## src/rtl/dwt_pkg.sv

```systemverilog
package dwt_pkg;

    localparam int WORD_W    = 16;
    localparam int NUM_MAPS  = 4;
    localparam int IDX_W     = $clog2(NUM_MAPS);
    localparam int LADDR_W   = 16;
    localparam int WIN_BITS  = LADDR_W - IDX_W;
    localparam int REM_W     = WIN_BITS + 1;
    localparam int SEG_W     = 10;
    localparam int NB_W      = 4;
    localparam int PHYS_W    = SEG_W + IDX_W + WIN_BITS;
    localparam int IO_BIT    = 15;
    localparam int SPACE_LSB = 12;
    localparam int NIB_LSB   = 12;

    localparam logic [WORD_W-1:0] MAP_BASE   = 16'hFF08;
    localparam logic [WORD_W-1:0] ALIAS_ADDR = 16'hFF04;
    localparam int                ALIAS_IDX  = 2;
    localparam logic [15:0]       IO_BASE    = 16'hC000;

    typedef enum logic [1:0] {
        SP_UNIF = 2'd0,
        SP_INSN = 2'd1,
        SP_DATA = 2'd2,
        SP_IO   = 2'd3
    } space_e;

    typedef struct packed {
        logic              fault;
        space_e            space;
        logic [PHYS_W-1:0] phys;
        logic [NB_W-1:0]   len;
    } xl_res_t;

    function automatic logic [3:0] pick_nibble(input logic [WORD_W-1:0] m,
                                               input logic [1:0] sel);
        case (sel)
            2'd0:    return m[15:12];
            2'd1:    return m[11:8];
            2'd2:    return m[7:4];
            default: return m[3:0];
        endcase
    endfunction

    function automatic logic [WORD_W-1:0] map_reset(input int n, input bit legacy);
        case (n)
            0, 1:    return 16'h2000;
            2:       return legacy ? 16'h0000 : 16'h2000;
            default: return 16'h0000;
        endcase
    endfunction

endpackage

```

## src/rtl/dwt_map_regs.sv

```systemverilog
module dwt_map_regs
    import dwt_pkg::*;
#(
    parameter bit LEGACY_RESET = 1'b0
) (
    input  logic                             clk,
    input  logic                             rst,
    input  logic                             wr,
    input  logic [WORD_W-1:0]                addr,
    input  logic [WORD_W-1:0]                wdata,
    output logic [WORD_W-1:0]                rdata,
    output logic [NUM_MAPS-1:0][WORD_W-1:0]  maps
);

    logic [NUM_MAPS-1:0] hit;

    for (genvar i = 0; i < NUM_MAPS; i++) begin : g_map
        localparam logic [WORD_W-1:0] MY_ADDR = WORD_W'(MAP_BASE + 2 * i);
        if (i == ALIAS_IDX) begin : g_alias
            assign hit[i] = (addr == MY_ADDR) || (addr == ALIAS_ADDR);
        end else begin : g_plain
            assign hit[i] = (addr == MY_ADDR);
        end

        always_ff @(posedge clk) begin
            if (rst)
                maps[i] <= map_reset(i, LEGACY_RESET);
            else if (wr && hit[i])
                maps[i] <= wdata;
        end
    end

    always_comb begin
        rdata = '0;
        for (int i = 0; i < NUM_MAPS; i++)
            if (hit[i]) rdata = rdata | maps[i];
    end

endmodule

```

## src/rtl/dwt_xlate.sv

```systemverilog
module dwt_xlate
    import dwt_pkg::*;
(
    input  logic [NUM_MAPS-1:0][WORD_W-1:0] maps,
    input  logic [LADDR_W-1:0]              laddr,
    input  logic [NB_W-1:0]                 nbytes,
    output xl_res_t                         res
);

    logic [IDX_W-1:0]    idx;
    logic [WIN_BITS-1:0] off;
    logic [WORD_W-1:0]   map;
    logic [SEG_W-1:0]    seg;
    logic [REM_W-1:0]    remain;
    logic [3:0]          nib;
    logic [15:0]         io_low;
    logic                unused_map_bits;

    assign idx    = laddr[LADDR_W-1 -: IDX_W];
    assign off    = laddr[WIN_BITS-1:0];
    assign map    = maps[idx];
    assign seg    = map[SEG_W-1:0];
    assign remain = REM_W'(1 << WIN_BITS) - {1'b0, off};
    assign nib    = pick_nibble(map, off[NIB_LSB +: 2]);
    assign io_low = 16'(IO_BASE + 16'(off));
    assign unused_map_bits = ^{map[14], map[11:SEG_W]};

    always_comb begin
        res = '0;
        res.len = (REM_W'(nbytes) > remain) ? NB_W'(remain) : nbytes;
        if (map[IO_BIT]) begin
            res.space = SP_IO;
            res.phys  = PHYS_W'({nib, io_low});
        end else begin
            case (map[SPACE_LSB +: 2])
                2'b00: begin
                    res.space = SP_UNIF;
                    res.phys  = PHYS_W'({seg, off});
                end
                2'b01: begin
                    res.space = SP_INSN;
                    res.phys  = PHYS_W'({seg, off});
                end
                2'b10: begin
                    res.space = SP_DATA;
                    res.phys  = {seg, idx, off};
                end
                default: begin
                    res.fault = 1'b1;
                    res.len   = '0;
                end
            endcase
        end
    end

endmodule

```

## src/rtl/dwt_window_xlat.sv

```systemverilog
module dwt_window_xlat
    import dwt_pkg::*;
#(
    parameter bit LEGACY_RESET = 1'b0
) (
    input  logic              clk,
    input  logic              rst,
    input  logic              reg_wr,
    input  logic [15:0]       reg_addr,
    input  logic [15:0]       reg_wdata,
    output logic [15:0]       reg_rdata,
    input  logic              xl_req,
    input  logic [15:0]       xl_laddr,
    input  logic [3:0]        xl_nbytes,
    output logic              xl_strobe,
    output logic              xl_fault,
    output logic [1:0]        xl_space,
    output logic [25:0]       xl_phys,
    output logic [3:0]        xl_len
);

    logic [NUM_MAPS-1:0][WORD_W-1:0] maps;
    xl_res_t                         res;

    dwt_map_regs #(.LEGACY_RESET(LEGACY_RESET)) u_regs (
        .clk   (clk),
        .rst   (rst),
        .wr    (reg_wr),
        .addr  (reg_addr),
        .wdata (reg_wdata),
        .rdata (reg_rdata),
        .maps  (maps)
    );

    dwt_xlate u_xlate (
        .maps   (maps),
        .laddr  (xl_laddr),
        .nbytes (xl_nbytes),
        .res    (res)
    );

    always_ff @(posedge clk) begin
        if (rst) begin
            xl_strobe <= 1'b0;
            xl_fault  <= 1'b0;
            xl_space  <= '0;
            xl_phys   <= '0;
            xl_len    <= '0;
        end else begin
            xl_strobe <= xl_req && !res.fault;
            xl_fault  <= xl_req && res.fault;
            if (xl_req) begin
                xl_space <= res.space;
                xl_phys  <= res.phys;
                xl_len   <= res.len;
            end
        end
    end

endmodule

```

## config.mk

```make
export PLATFORM = sky130hd
export DESIGN_NAME = dwt_window_xlat
export DESIGN_NICKNAME = d
export VERILOG_FILES = /design/src/rtl/dwt_pkg.sv /design/src/rtl/dwt_map_regs.sv /design/src/rtl/dwt_xlate.sv /design/src/rtl/dwt_window_xlat.sv
export SDC_FILE = /design/constraint.sdc
export NUM_CORES = 1
export LEC_CHECK = 0
export ABC_AREA = 1
export CORE_MARGIN = 4
export CORE_UTILIZATION = 55
export DETAILED_ROUTE_END_ITERATION = 10
export DONT_BUFFER_PORTS = 1
export PLACE_DENSITY_LB_ADDON = 0.1
export SLEW_MARGIN = 20
export SYNTH_ARGS = -nofsm -noshare
export SYNTH_HDL_FRONTEND = slang
export SYNTH_SLANG_ARGS = --single-unit
```

## constraint.sdc

```tcl
create_clock -name clk -period 2.7 [get_ports clk]
set_input_delay 0.54 -clock clk [delete_from_list [all_inputs] [get_ports clk]]
set_output_delay 0.54 -clock clk [all_outputs]
set_load 0.1 [all_outputs]
```

==> qor.log, run 1 <==
qor: yosys.synthFlopType sky130_fd_sc_hd__dfxtp_1
qor: sta.timing_worst_slew_pin_value 0.9799 ns
qor: setup_path.arrival 1.85 ns
qor: yosys.synth_nets 792
qor: setup_path.setup.worst_path.end_class output pin
qor: sta.rsz0062_at_grt false
qor: cells_and_area.final_cell_area 5849 um2
qor: detailed_routing.routed_wire_per_std_cell 16.97 um
qor: detailed_routing.routed_via_density 6.030
qor: clock_network.clockBufferDepth 2
qor: cells_and_area.syn2layout_area_growth 16.32%
qor: clock_network.cts.sinks 98
qor: hold_path.classification_of_the_worst_slack_hold_path in2reg
qor: yosys.post_synth_main_area_contributors sky130_fd_sc_hd__dfxtp_1 (39%), sky130_fd_sc_hd__nand2_1 (11%), sky130_fd_sc_hd__o21ai_1 (8.0%)
qor: yosys.synth.yosys.warnings 0
qor: cells_and_area.nets 810
qor: floorplan.die_area 10,740 um2
qor: cells_and_area.post_route_cells_drive_above_1_share 0.1470
qor: detailed_routing.detailroute.via_count 5,204
qor: setup_path.timing.rr.end xl_phys[20]
qor: setup_path.rr_startpoint u_regs.maps[15]
qor: detailed_routing.drc_violation_total_after_the_first_tritonroute_iteration 444
qor: setup_path.reg2reg_depth 9
qor: setup_path.worstSetupStartpoint reg_addr[7]
qor: global_routing.gr-usage-met3 0.06779
qor: yosys.avgSynthCellArea 6.870 um2
qor: sta.fin_skew 0.008323 ns
qor: sta.timing_max_transition_violations_final 0
qor: clock_network.cts_tree built
qor: outcome.status completed
qor: placement.port_buffers 0
qor: clock_network.post_cts.resized_instances 0
qor: cells_and_area.mostFrequentLayoutCells sky130_fd_sc_hd__nand2_1 (153), sky130_fd_sc_hd__dfxtp_1 (98), sky130_fd_sc_hd__o21ai_1 (80)
qor: yosys.ffs_latches_synth 98
qor: detailed_routing.route.antenna.remaining_nets 0
qor: setup_path.critPathKind in2out
qor: cells_and_area.layoutNonFillerInstCount 863
qor: clock_network.postCtsHoldBufs 0
qor: global_routing.all_layer_gr_usage 0.2660
qor: placement.dp_hpwl 10,320 um
qor: setup_path.worstPathMaxFanout 17
qor: sta.finalWorstPathRequiredPeriod 2.390 ns
qor: detailed_routing.drt-total-wl 14,640 um
qor: clock_network.clk_latency 0.37 ns
qor: power.pd_cells 520.0 nW/um2
qor: power.internal_power_component 2.098 mW
qor: clock_network.path_clk_slew 0.10 ns
qor: yosys.postSynth.asyncResetShare 0
qor: sta.fin_worst_hold_slack 0.2285 ns
qor: sta.fmax 418.5 MHz
qor: sta.tns 0 ns
qor: power.vdd_ir_drop_max 0.0002913 V
qor: floorplan.die_width 103.6 um
qor: global_routing.grt_use_met1 0.3319
qor: yosys.synthesis.area 5029 um2
qor: yosys.synth_cell_type_count 37
qor: detailed_routing.drt_pass1_iterations 7
qor: global_routing.pin_count_of_the_biggest_net_entering_global_routing 76
qor: global_routing.top_usage_layer met2
qor: yosys.post-synth-top-area-fraction 0.3901
qor: power.sequentialPowerShare 0.535
qor: cells_and_area.final_core_utilization 0.6643
qor: cells_and_area.final_common_cell sky130_fd_sc_hd__nand2_1
qor: sta.final_min_period_over_clock_period 0.8850
qor: setup_path.critical_path_required 2.16 ns
qor: power.combPwrFrac 0.115
qor: placement.post-place-cells 847
qor: detailed_routing.drc_errors 0
qor: floorplan.chipHeight 103.6 um
qor: sta.timing.final.setup_violations 0
qor: setup_path.critPathLaunchType primary input
qor: global_routing.vias_in_the_first_global_route 4,965
qor: setup_path.critPathMaxStageDelay 0.28 ns
qor: floorplan.placement_rows 34
qor: setup_path.cp_slowest_cell sky130_fd_sc_hd__buf_4
qor: placement.placement.setup.worst_slack 0.3166 ns
qor: clock_network.htreeDepth 3
qor: cells_and_area.insertedDiodeCount 0
qor: placement.detailed_place.area 5627 um2
qor: yosys.synth_top_cell_by_area sky130_fd_sc_hd__dfxtp_1
qor: clock_network.ctsRootBufferMaster sky130_fd_sc_hd__clkbuf_8
qor: setup_path.setup.worst_path.end reg_rdata[7]
qor: yosys.yosysSeqAreaShare 0.3901
qor: clock_network.postCtsSetupBuffers 0
qor: floorplan.initial_utilization 0.5710
qor: power.sw_frac_of_total 0.3103
qor: yosys.number_of_instances_in_the_synthesized_netlist 732
qor: floorplan.io_pins 106
qor: setup_path.reg2reg_setup_slack 0.88 ns
qor: floorplan.placeable_core_area 8806 um2
qor: power.power.clock.fraction 0.349
qor: yosys.number_of_synthesized_flops_with_an_enable_pin 0
qor: power.p_sw 0.9438 mW
qor: sta.final_hold_viol_count 0
qor: job.number_of_maximum_capacitance_violations 0
qor: power.overall_power_after_layout 3.042 mW
qor: global_routing.met2_usage 0.4313
qor: setup_path.critical_path.cell_chain nor2_1, nand2_1, nor2_2, nand4_4, nor3_4, buf_4, a22oi_1, o221ai_2, buf_12
qor: placement.gp_congestion 0.8889
qor: global_routing.grt_overflow_total 0
qor: global_routing.antenna_found_initial 0
qor: global_routing.grt_pass1_wl 23,870 um
qor: clock_network.cts_buffers 9
qor: sta.max_slew_margin 0.3458
qor: sta.finalWorstSetupSlack 0.3105 ns
qor: power.power.static_leakage 2.588 nW
-- kinds of logic after synthesis --
family / after synthesis / share of synthesized area
flops: 98 / 0.3901
buf+inv: 117 / 0.09903
compound gates: 224 / 0.2458
simple gates: 288 / 0.2533
xor+xnor: 1 / 0.001742
fa+ha+maj: 4 / 0.009953
-- layout make-up --
| type | count | area (um2) |
|---|---|---|
| repair buffers | 50 | 600.6 |
| clock inverters | 7 | 98.84 |
| well taps | 108 | 135.1 |
| clock buffers | 9 | 123.9 |
| flip-flops and latches | 98 | 1962 |
| fillers | 768 | 2957 |
| multi-input cells | 517 | 2651 |
| inverters | 74 | 277.8 |
-- metal layers --
metal | share of wire | vias to the layer above
li1 | - | 2522
met2 | 0.46 | 260
met5 | 0 | -
met4 | 0.033 | 0
met3 | 0.095 | 44
met1 | 0.41 | 2378
-- worst max-delay path, delay by kind of cell --
kind	cells	cell delay [ns]
buffers and inverters	2	0.49
AO/OA/AOI/OAI	2	0.24
AND/OR/NAND/NOR	5	0.58
-- power by group through the flow --
stage / clock (mW) / sequential [mW] / combinational [mW]
2_1_floorplan: 0 / 1.73 / 0.211
5_1_grt: 1.13 / 1.63 / 0.384
3_5_place_dp: 0 / 1.66 / 0.345
3_3_place_gp: 0 / 1.66 / 0.336
4_1_cts: 1.07 / 1.63 / 0.347
6_report: 1.06 / 1.63 / 0.351
-- worst min-delay path by stage --
stage / from / endpoint / slack [ns] / depth (start not counted)
global placement: u_regs.maps[29] / u_regs.maps[29] / 0.49 / 2
floorplan: u_regs.maps[29] / u_regs.maps[29] / 0.47 / 2
global route: rst / xl_phys[23] / 0.21 / 1
detailed placement: u_regs.maps[29] / u_regs.maps[29] / 0.49 / 2
finish: rst / xl_phys[20] / 0.23 / 1
CTS: rst / xl_phys[20] / 0.22 / 1
-- cell usage after synthesis, drive strengths merged (5+ instances only) --
master  number
dfxtp       98
o211ai       6
a21oi       75
nand2      154
o21ai      107
nand3       54
inv         73
o221ai       5
o22ai        7
buf         25
nand4       21
nor2        55
clkbuf      18
a22oi       16
-- flip-flops by register name (all words and copies together) (netlist names) --
signal and flops:
xl_strobe 1, xl_fault 1, xl_len 4, xl_phys 26
xl_space 2, u_regs.maps 64
No activity file was read; power rests on OpenSTA's default activity.
==> inputs of run 2 (changes only) <==
Settings changed: CORE_MARGIN 4 to 3.
==> run 2 against run 1 <==
  * Sequential share of layout area is 0.072 points lower
  * Worst setup slack better by 0.019 ns
  * Clock power is 8% lower
  * First-iteration DRC count is 16% lower
  * Register-to-register slack worse by 0.02 ns
  * Fmax is 0.81% higher
  * Die area is 3.8% lower
  * Clock skew is 0.00080 ns lower
  * Cell area is 0.21% higher
  * Wire length is 0.81% lower
  * Global-route usage is 1.5 points higher
  * Sequential cell count stayed put
  * Largest cell class unchanged
  * Largest power group unchanged
  * Highest routed layer unchanged
==> qor.log, run 2 (synthesis results as in run 1) <==
qor: outcome.status completed [unchanged]
qor: setup_path.arrival 1.83 ns [was 1.85 ns]
qor: cells_and_area.top_regs u_regs.maps: 64 flops, xl_phys: 26 flops, xl_len: 4 flops [unchanged]
qor: power.pd_cells 504.9 nW/um2 [was 520.0 nW/um2]
qor: floorplan.die_area 10,330 um2 [was 10,740 um2]
qor: cells_and_area.insertedDiodeCount 0 [unchanged]
qor: setup_path.rr_startpoint u_regs.maps[15] [unchanged]
qor: sta.fin_skew 0.007524 ns [was 0.008323 ns]
qor: floorplan.initial_utilization 0.5710 [unchanged]
qor: setup_path.critPathLaunchType primary input [unchanged]
qor: detailed_routing.drt_pass1_iterations 6 [was 7]
qor: placement.port_buffers 0 [unchanged]
qor: hold_path.classification_of_the_worst_slack_hold_path in2reg [unchanged]
qor: global_routing.met2_usage 0.4572 [was 0.4313]
qor: floorplan.die_width 101.6 um [was 103.6 um]
qor: hold_path.hp-start rst [unchanged]
qor: detailed_routing.route.antenna.remaining_nets 0 [unchanged]
qor: global_routing.grt_pass1_wl 23,190 um [was 23,870 um]
qor: cells_and_area.mostFrequentLayoutCells sky130_fd_sc_hd__nand2_1 (153), sky130_fd_sc_hd__dfxtp_1 (98), sky130_fd_sc_hd__o21ai_1 (80) [unchanged]
qor: floorplan.placeable_core_area 8806 um2 [unchanged]
qor: sta.tns 0 ns [unchanged]
qor: sta.final_hold_viol_count 0 [unchanged]
qor: floorplan.placement_rows 34 [unchanged]
qor: setup_path.reg2reg_depth 9 [unchanged]
qor: clock_network.postCtsHoldBufs 0 [unchanged]
qor: clock_network.cts.sinks 98 [unchanged]
qor: power.vdd_ir_drop_max 0.0002846 V [was 0.0002913 V]
qor: clock_network.clk_latency 0.36 ns [was 0.37 ns]
qor: sta.finalWorstPathRequiredPeriod 2.370 ns [was 2.390 ns]
qor: detailed_routing.drc_violation_total_after_the_first_tritonroute_iteration 372 [was 444]
qor: setup_path.reg2reg_setup_slack 0.86 ns [was 0.88 ns]
qor: global_routing.grt_use_met1 0.3589 [was 0.3319]
qor: sta.timing_worst_slew_pin_value 0.9912 ns [was 0.9799 ns]
qor: placement.detailed_place.area 5657 um2 [was 5627 um2]
qor: clock_network.postCtsSetupBuffers 0 [unchanged]
qor: setup_path.worstPathMaxFanout 17 [unchanged]
qor: global_routing.all_layer_gr_usage 0.2806 [was 0.2660]
qor: setup_path.setup.worst_path.end_class output pin [unchanged]
qor: clock_network.cts_tree built [unchanged]
qor: clock_network.ctsRootBufferMaster sky130_fd_sc_hd__clkbuf_8 [unchanged]
qor: sta.max_slew_margin 0.3383 [was 0.3458]
qor: clock_network.path_clk_slew 0.09 ns [was 0.10 ns]
qor: global_routing.pin_count_of_the_biggest_net_entering_global_routing 47 [was 76]
qor: power.power.static_leakage 2.581 nW [was 2.588 nW]
qor: sta.timing.final.setup_violations 0 [unchanged]
qor: hold_path.worst_hold_path.num_cells 1 [unchanged]
qor: placement.dp_hpwl 10,300 um [was 10,320 um]
qor: detailed_routing.drc_errors 0 [unchanged]
qor: detailed_routing.routed_wire_per_std_cell 16.85 um [was 16.97 um]
qor: global_routing.antenna_found_initial 0 [unchanged]
qor: setup_path.critical_path.cell_chain nor2_1, nand2_1, nor2_2, nand3_2, nor2_4, buf_4, a22oi_1, o221ai_2, buf_12 [was nor2_1, nand2_1, nor2_2, nand4_4, nor3_4, buf_4, a22oi_1, o221ai_2, buf_12]
qor: setup_path.timing.rr.end xl_phys[23] [was xl_phys[20]]
qor: sta.timing_max_transition_violations_final 0 [unchanged]
qor: job.number_of_maximum_capacitance_violations 0 [unchanged]
qor: setup_path.critPathKind in2out [unchanged]
qor: setup_path.critical_path_required 2.16 ns [about the same]
qor: global_routing.gr-usage-met3 0.07438 [was 0.06779]
qor: detailed_routing.routed_via_density 6.048 [was 6.030]
qor: clock_network.post_cts.resized_instances 0 [unchanged]
qor: clock_network.cts_buffers 9 [unchanged]
qor: global_routing.grt_overflow_total 0 [unchanged]
qor: cells_and_area.largest_register u_regs.maps [unchanged]
qor: global_routing.top_usage_layer met2 [unchanged]
qor: cells_and_area.post_route_cells_drive_above_1_share 0.1446 [was 0.1470]
qor: sta.fmax 421.9 MHz [was 418.5 MHz]
qor: cells_and_area.final_common_cell sky130_fd_sc_hd__nand2_1 [unchanged]
qor: sta.rsz0062_at_grt false [unchanged]
qor: power.overall_power_after_layout 2.960 mW [was 3.042 mW]
qor: clock_network.clockBufferDepth 2 [unchanged]
qor: cells_and_area.largest_register_ffs 64 [unchanged]
qor: cells_and_area.syn2layout_area_growth 16.57% [was 16.32%]
qor: floorplan.chipHeight 101.6 um [was 103.6 um]
qor: sta.final_min_period_over_clock_period 0.8779 [was 0.8850]
qor: setup_path.critPathMaxStageDelay 0.24 ns [was 0.28 ns]
qor: detailed_routing.drt-total-wl 14,520 um [was 14,640 um]
qor: cells_and_area.nets 809 [was 810]
qor: floorplan.io_pins 106 [unchanged]
qor: hold_path.min_to xl_phys[20] [unchanged]
qor: detailed_routing.detailroute.via_count 5,213 [was 5,204]
qor: setup_path.crit_family simple AND/OR/NAND/NOR gates [unchanged]
qor: setup_path.cp_slowest_cell sky130_fd_sc_hd__buf_4 [unchanged]
qor: setup_path.timing.critical_path.buf_inv 2 [unchanged]
qor: cells_and_area.final_cell_area 5862 um2 [was 5849 um2]
qor: global_routing.vias_in_the_first_global_route 4,805 [was 4,965]
qor: placement.gp_congestion 0.8929 [was 0.8889]
qor: clock_network.htreeDepth 3 [unchanged]
-- run 2: worst reg2reg max path: cells and delay by family, from the launching register on --
family	cells	cell delay, ns
AO/OA/AOI/OAI	1	0.07
buffers and inverters	1	0.06
flip-flops	1	0.34
AND/OR/NAND/NOR	7	1.31
-- run 2: layer usage --
layer  wire length [um]  up-vias
li1                   -     2523
met1               6033     2367
met2               6665      283
met3               1448       40
met4                376        0
met5                  0        -
-- run 2: final cells by class --
type,count,area [um2]
fill,813,2944
multi-input combinational,517,2651
sequential,98,1962
timing repair buffer,49,630.6
inverter,74,277.8
clock buffer,12,155.1
tap,108,135.1
clock inverter,4,50.05
-- run 2: worst max path at each step --
stage	start	endpoint	slack, ns	cells past startpoint
after global routing	reg_addr[5]	reg_rdata[11]	0.22	9
final	reg_addr[5]	reg_rdata[11]	0.33	9
after floorplan	reg_addr[7]	reg_rdata[11]	-0.59	7
after global placement	reg_addr[7]	reg_rdata[11]	0.38	8
after detailed placement	reg_addr[5]	reg_rdata[11]	0.33	8
after CTS	reg_addr[5]	reg_rdata[11]	0.33	8
-- run 2: metrics by stage --
stage               cells  setup WS [ns]  hold slack, ns    util
floorplan             732        -0.5852          0.4683       -
global placement      846         0.3774          0.4949  0.6424
detailed placement    846         0.3314          0.5010  0.6424
CTS                   862         0.3318          0.2353  0.6657
global route          862         0.2195          0.2311  0.6657
finish                862         0.3296          0.2445  0.6657
-- run 2: power by group --
part / total, mW / switching, mW / internal [mW] / leakage [nW]
clock network: 0.979 / 0.501 / 0.478 / 0.0986
registers: 1.63 / 0.160 / 1.47 / 0.795
logic: 0.348 / 0.250 / 0.0987 / 1.69
total: 2.96 / 0.910 / 2.05 / 2.58
==> inputs of run 3 (changes only) <==
Clock period 2.7 ns to 2.8 ns, I/O delays scaled along.
==> run 3 against run 2 <==
  * Clock-buffer cell count is 1 lower
  * Cell area fell by 3.1%
  * Clock skew grew 0.0012 ns
  * Sequential cell count unchanged
  * Clock power fell by 5.3%
  * Register-to-register slack gained 0.30 ns
  * Worst setup slack lost 0.029 ns
  * Utilization down 2.0 points
  * Non-clock buffer count decreased by 16
  * Die area did not move
  * Sequential power hardly changed
  * Worst hold slack better by 0.015 ns
  * Largest power group unchanged
==> qor.log, run 3 (synthesis results as in run 1) <==
qor: setup_path.setup.worst_path.end_class output pin [unchanged]
qor: sta.timing.final.setup_violations 0 [unchanged]
qor: power.power.clock.fraction 0.329 [was 0.331]
qor: power.pd_cells 495.6 nW/um2 [was 504.9 nW/um2]
qor: power.p_sw 0.8804 mW [was 0.9102 mW]
qor: cells_and_area.top_regs u_regs.maps: 64 flops, xl_phys: 26 flops, xl_len: 4 flops [unchanged]
qor: setup_path.critPathKind in2out [unchanged]
qor: power.internal_power_component 1.935 mW [was 2.050 mW]
qor: cells_and_area.insertedDiodeCount 0 [unchanged]
qor: clock_network.htreeDepth 3 [unchanged]
qor: sta.final_min_period_over_clock_period 0.8925
qor: outcome.status completed [unchanged]
qor: cells_and_area.syn2layout_area_growth 12.99% [was 16.57%]
qor: cells_and_area.final_core_utilization 0.6452 [was 0.6657]
qor: setup_path.timing.critical_path.buf_inv 1 [was 2]
qor: setup_path.reg2reg_setup_slack 1.16 ns [was 0.86 ns]
qor: clock_network.postCtsSetupBuffers 0 [unchanged]
qor: cells_and_area.nets 793 [was 809]
qor: sta.tns 0 ns [unchanged]
qor: clock_network.cts_tree built [unchanged]
qor: placement.port_buffers 0 [unchanged]
qor: global_routing.grt_overflow_total 0 [unchanged]
qor: setup_path.critPathLaunchType primary input [unchanged]
qor: sta.fmax 400.2 MHz
qor: floorplan.die_area 10,330 um2 [unchanged]
qor: detailed_routing.detailroute.via_count 5,172 [was 5,213]
qor: clock_network.path_clk_slew 0.09 ns [about the same]
qor: placement.dp_hpwl 10,160 um [was 10,300 um]
qor: detailed_routing.drt-total-wl 14,240 um [was 14,520 um]
qor: power.combPwrFrac 0.091 [was 0.118]
qor: placement.detailed_place.area 5487 um2 [was 5657 um2]
qor: sta.fin_skew 0.008689 ns [was 0.007524 ns]
qor: clock_network.post_cts.resized_instances 0 [unchanged]
qor: clock_network.cts_buffers 9 [unchanged]
qor: placement.post-place-cells 830 [was 846]
qor: job.number_of_maximum_capacitance_violations 0 [unchanged]
qor: cells_and_area.final_cell_area 5682 um2 [was 5862 um2]
qor: setup_path.worstPathMaxFanout 17 [unchanged]
qor: floorplan.initial_utilization 0.5710 [unchanged]
qor: setup_path.crit_family simple AND/OR/NAND/NOR gates [unchanged]
qor: setup_path.critPathMaxStageDelay 0.41 ns [was 0.24 ns]
qor: clock_network.postCtsHoldBufs 0 [unchanged]
qor: setup_path.critical_path_required 2.24 ns [was 2.16 ns]
qor: clock_network.clk_latency 0.37 ns [was 0.36 ns]
qor: cells_and_area.post_route_cells_drive_above_1_share 0.1260 [was 0.1446]
qor: cells_and_area.largest_register_ffs 64 [unchanged]
qor: sta.final_hold_viol_count 0 [unchanged]
qor: power.power.static_leakage 2.490 nW [was 2.581 nW]
qor: sta.timing_worst_slew_pin_value 1.009 ns [was 0.9912 ns]
qor: cells_and_area.final_common_cell sky130_fd_sc_hd__nand2_1 [unchanged]
qor: floorplan.die_width 101.6 um [unchanged]
qor: setup_path.arrival 1.94 ns [was 1.83 ns]
qor: sta.timing_max_transition_violations_final 0 [unchanged]
qor: clock_network.clockBufferDepth 2 [unchanged]
qor: cells_and_area.layoutNonFillerInstCount 846 [was 862]
qor: setup_path.critical_path.cell_chain nor2_1, nand2_1, nor2_2, nand3_2, nor2_4, a22oi_1, o221ai_2, buf_12 [was nor2_1, nand2_1, nor2_2, nand3_2, nor2_4, buf_4, a22oi_1, o221ai_2, buf_12]
qor: cells_and_area.largest_register u_regs.maps [unchanged]
qor: clock_network.cts.sinks 98 [unchanged]
qor: global_routing.antenna_found_initial 0 [unchanged]
qor: detailed_routing.route.antenna.remaining_nets 0 [unchanged]
qor: cells_and_area.mostFrequentLayoutCells sky130_fd_sc_hd__nand2_1 (153), sky130_fd_sc_hd__dfxtp_1 (98), sky130_fd_sc_hd__o21ai_1 (80) [unchanged]
qor: global_routing.vias_in_the_first_global_route 4,799 [was 4,805]
qor: sta.finalWorstPathRequiredPeriod 2.499 ns
qor: hold_path.classification_of_the_worst_slack_hold_path in2reg [unchanged]
qor: sta.fin_worst_hold_slack 0.2598 ns [was 0.2445 ns]
qor: floorplan.placeable_core_area 8806 um2 [unchanged]
qor: global_routing.all_layer_gr_usage 0.2829 [was 0.2806]
qor: sta.rsz0062_at_grt false [unchanged]
qor: detailed_routing.drt_pass1_iterations 7 [was 6]
qor: power.sequentialPowerShare 0.580 [was 0.551]
qor: detailed_routing.routed_via_density 6.113 [was 6.048]
qor: detailed_routing.drc_errors 0 [unchanged]
qor: power.sw_frac_of_total 0.3127 [was 0.3075]
qor: floorplan.io_pins 106 [unchanged]
qor: power.vdd_ir_drop_max 0.0003274 V [was 0.0002846 V]
qor: floorplan.chipHeight 101.6 um [unchanged]
qor: clock_network.ctsRootBufferMaster sky130_fd_sc_hd__clkbuf_8 [unchanged]
qor: global_routing.pin_count_of_the_biggest_net_entering_global_routing 48 [was 47]
qor: placement.gp_congestion 0.9210 [was 0.8929]
qor: sta.max_slew_margin 0.3266 [was 0.3383]
qor: global_routing.grt_pass1_wl 23,540 um [was 23,190 um]
qor: detailed_routing.drc_violation_total_after_the_first_tritonroute_iteration 411 [was 372]
qor: setup_path.cp_slowest_cell sky130_fd_sc_hd__nor2_4 [was sky130_fd_sc_hd__buf_4]
qor: floorplan.placement_rows 34 [unchanged]
qor: detailed_routing.routed_wire_per_std_cell 16.84 um [was 16.85 um]
## run 3: worst reg2reg max path, stage by stage, from the launching register on
cell and delay (ns):
sky130_fd_sc_hd__dfxtp_1 0.33, sky130_fd_sc_hd__inv_1 0.07, sky130_fd_sc_hd__nor2_1 0.05, sky130_fd_sc_hd__o21ai_2 0.33, sky130_fd_sc_hd__nor2_1 0.15, sky130_fd_sc_hd__a21oi_1 0.15, sky130_fd_sc_hd__nand2_1 0.13, sky130_fd_sc_hd__buf_4 0.23
sky130_fd_sc_hd__o21ai_0 0.15
## run 3: area by class of cell
type / count / area [um2]
clock buffers: 11 / 141.4
clock inverters: 5 / 53.80
fillers: 807 / 3124
inverters: 74 / 277.8
multi-input cells: 517 / 2651
flip-flops and latches: 98 / 1962
well taps: 108 / 135.1
repair buffers: 33 / 460.4
## run 3: power by group through the flow
stage | Sequential (mW) | Clock (mW) | Combinational [mW]
floorplan | 1.67 | 0 | 0.203
global placement | 1.67 | 0 | 0.246
CTS | 1.63 | 0.937 | 0.253
finish | 1.63 | 0.927 | 0.256
global route | 1.64 | 1.01 | 0.288
detailed placement | 1.67 | 0 | 0.252
## run 3: worst paths after layout
path                     end       startpoint  depth (start not counted)
min reg2reg  u_regs.maps[29]  u_regs.maps[29]                          2
max reg2reg       xl_phys[2]  u_regs.maps[13]                          8
min              xl_phys[20]              rst                          1
max            reg_rdata[11]      reg_addr[7]                          8
## run 3: layer usage
layer	global-route usage	wire, um	up-vias
li1	-	-	2493
met1	0.3686	6042	2382
met2	0.4688	6572	254
met3	0.05647	1245	43
met4	0.09509	383	0
met5	0	0	-
## run 3: through the flow
step	total power, mW	setup slack, ns
after floorplan	1.869	-0.5252
after global placement	1.911	0.3062
after detailed placement	1.918	0.2936
after CTS	2.824	0.2995
after global routing	2.935	0.1630
final	2.816	0.3011
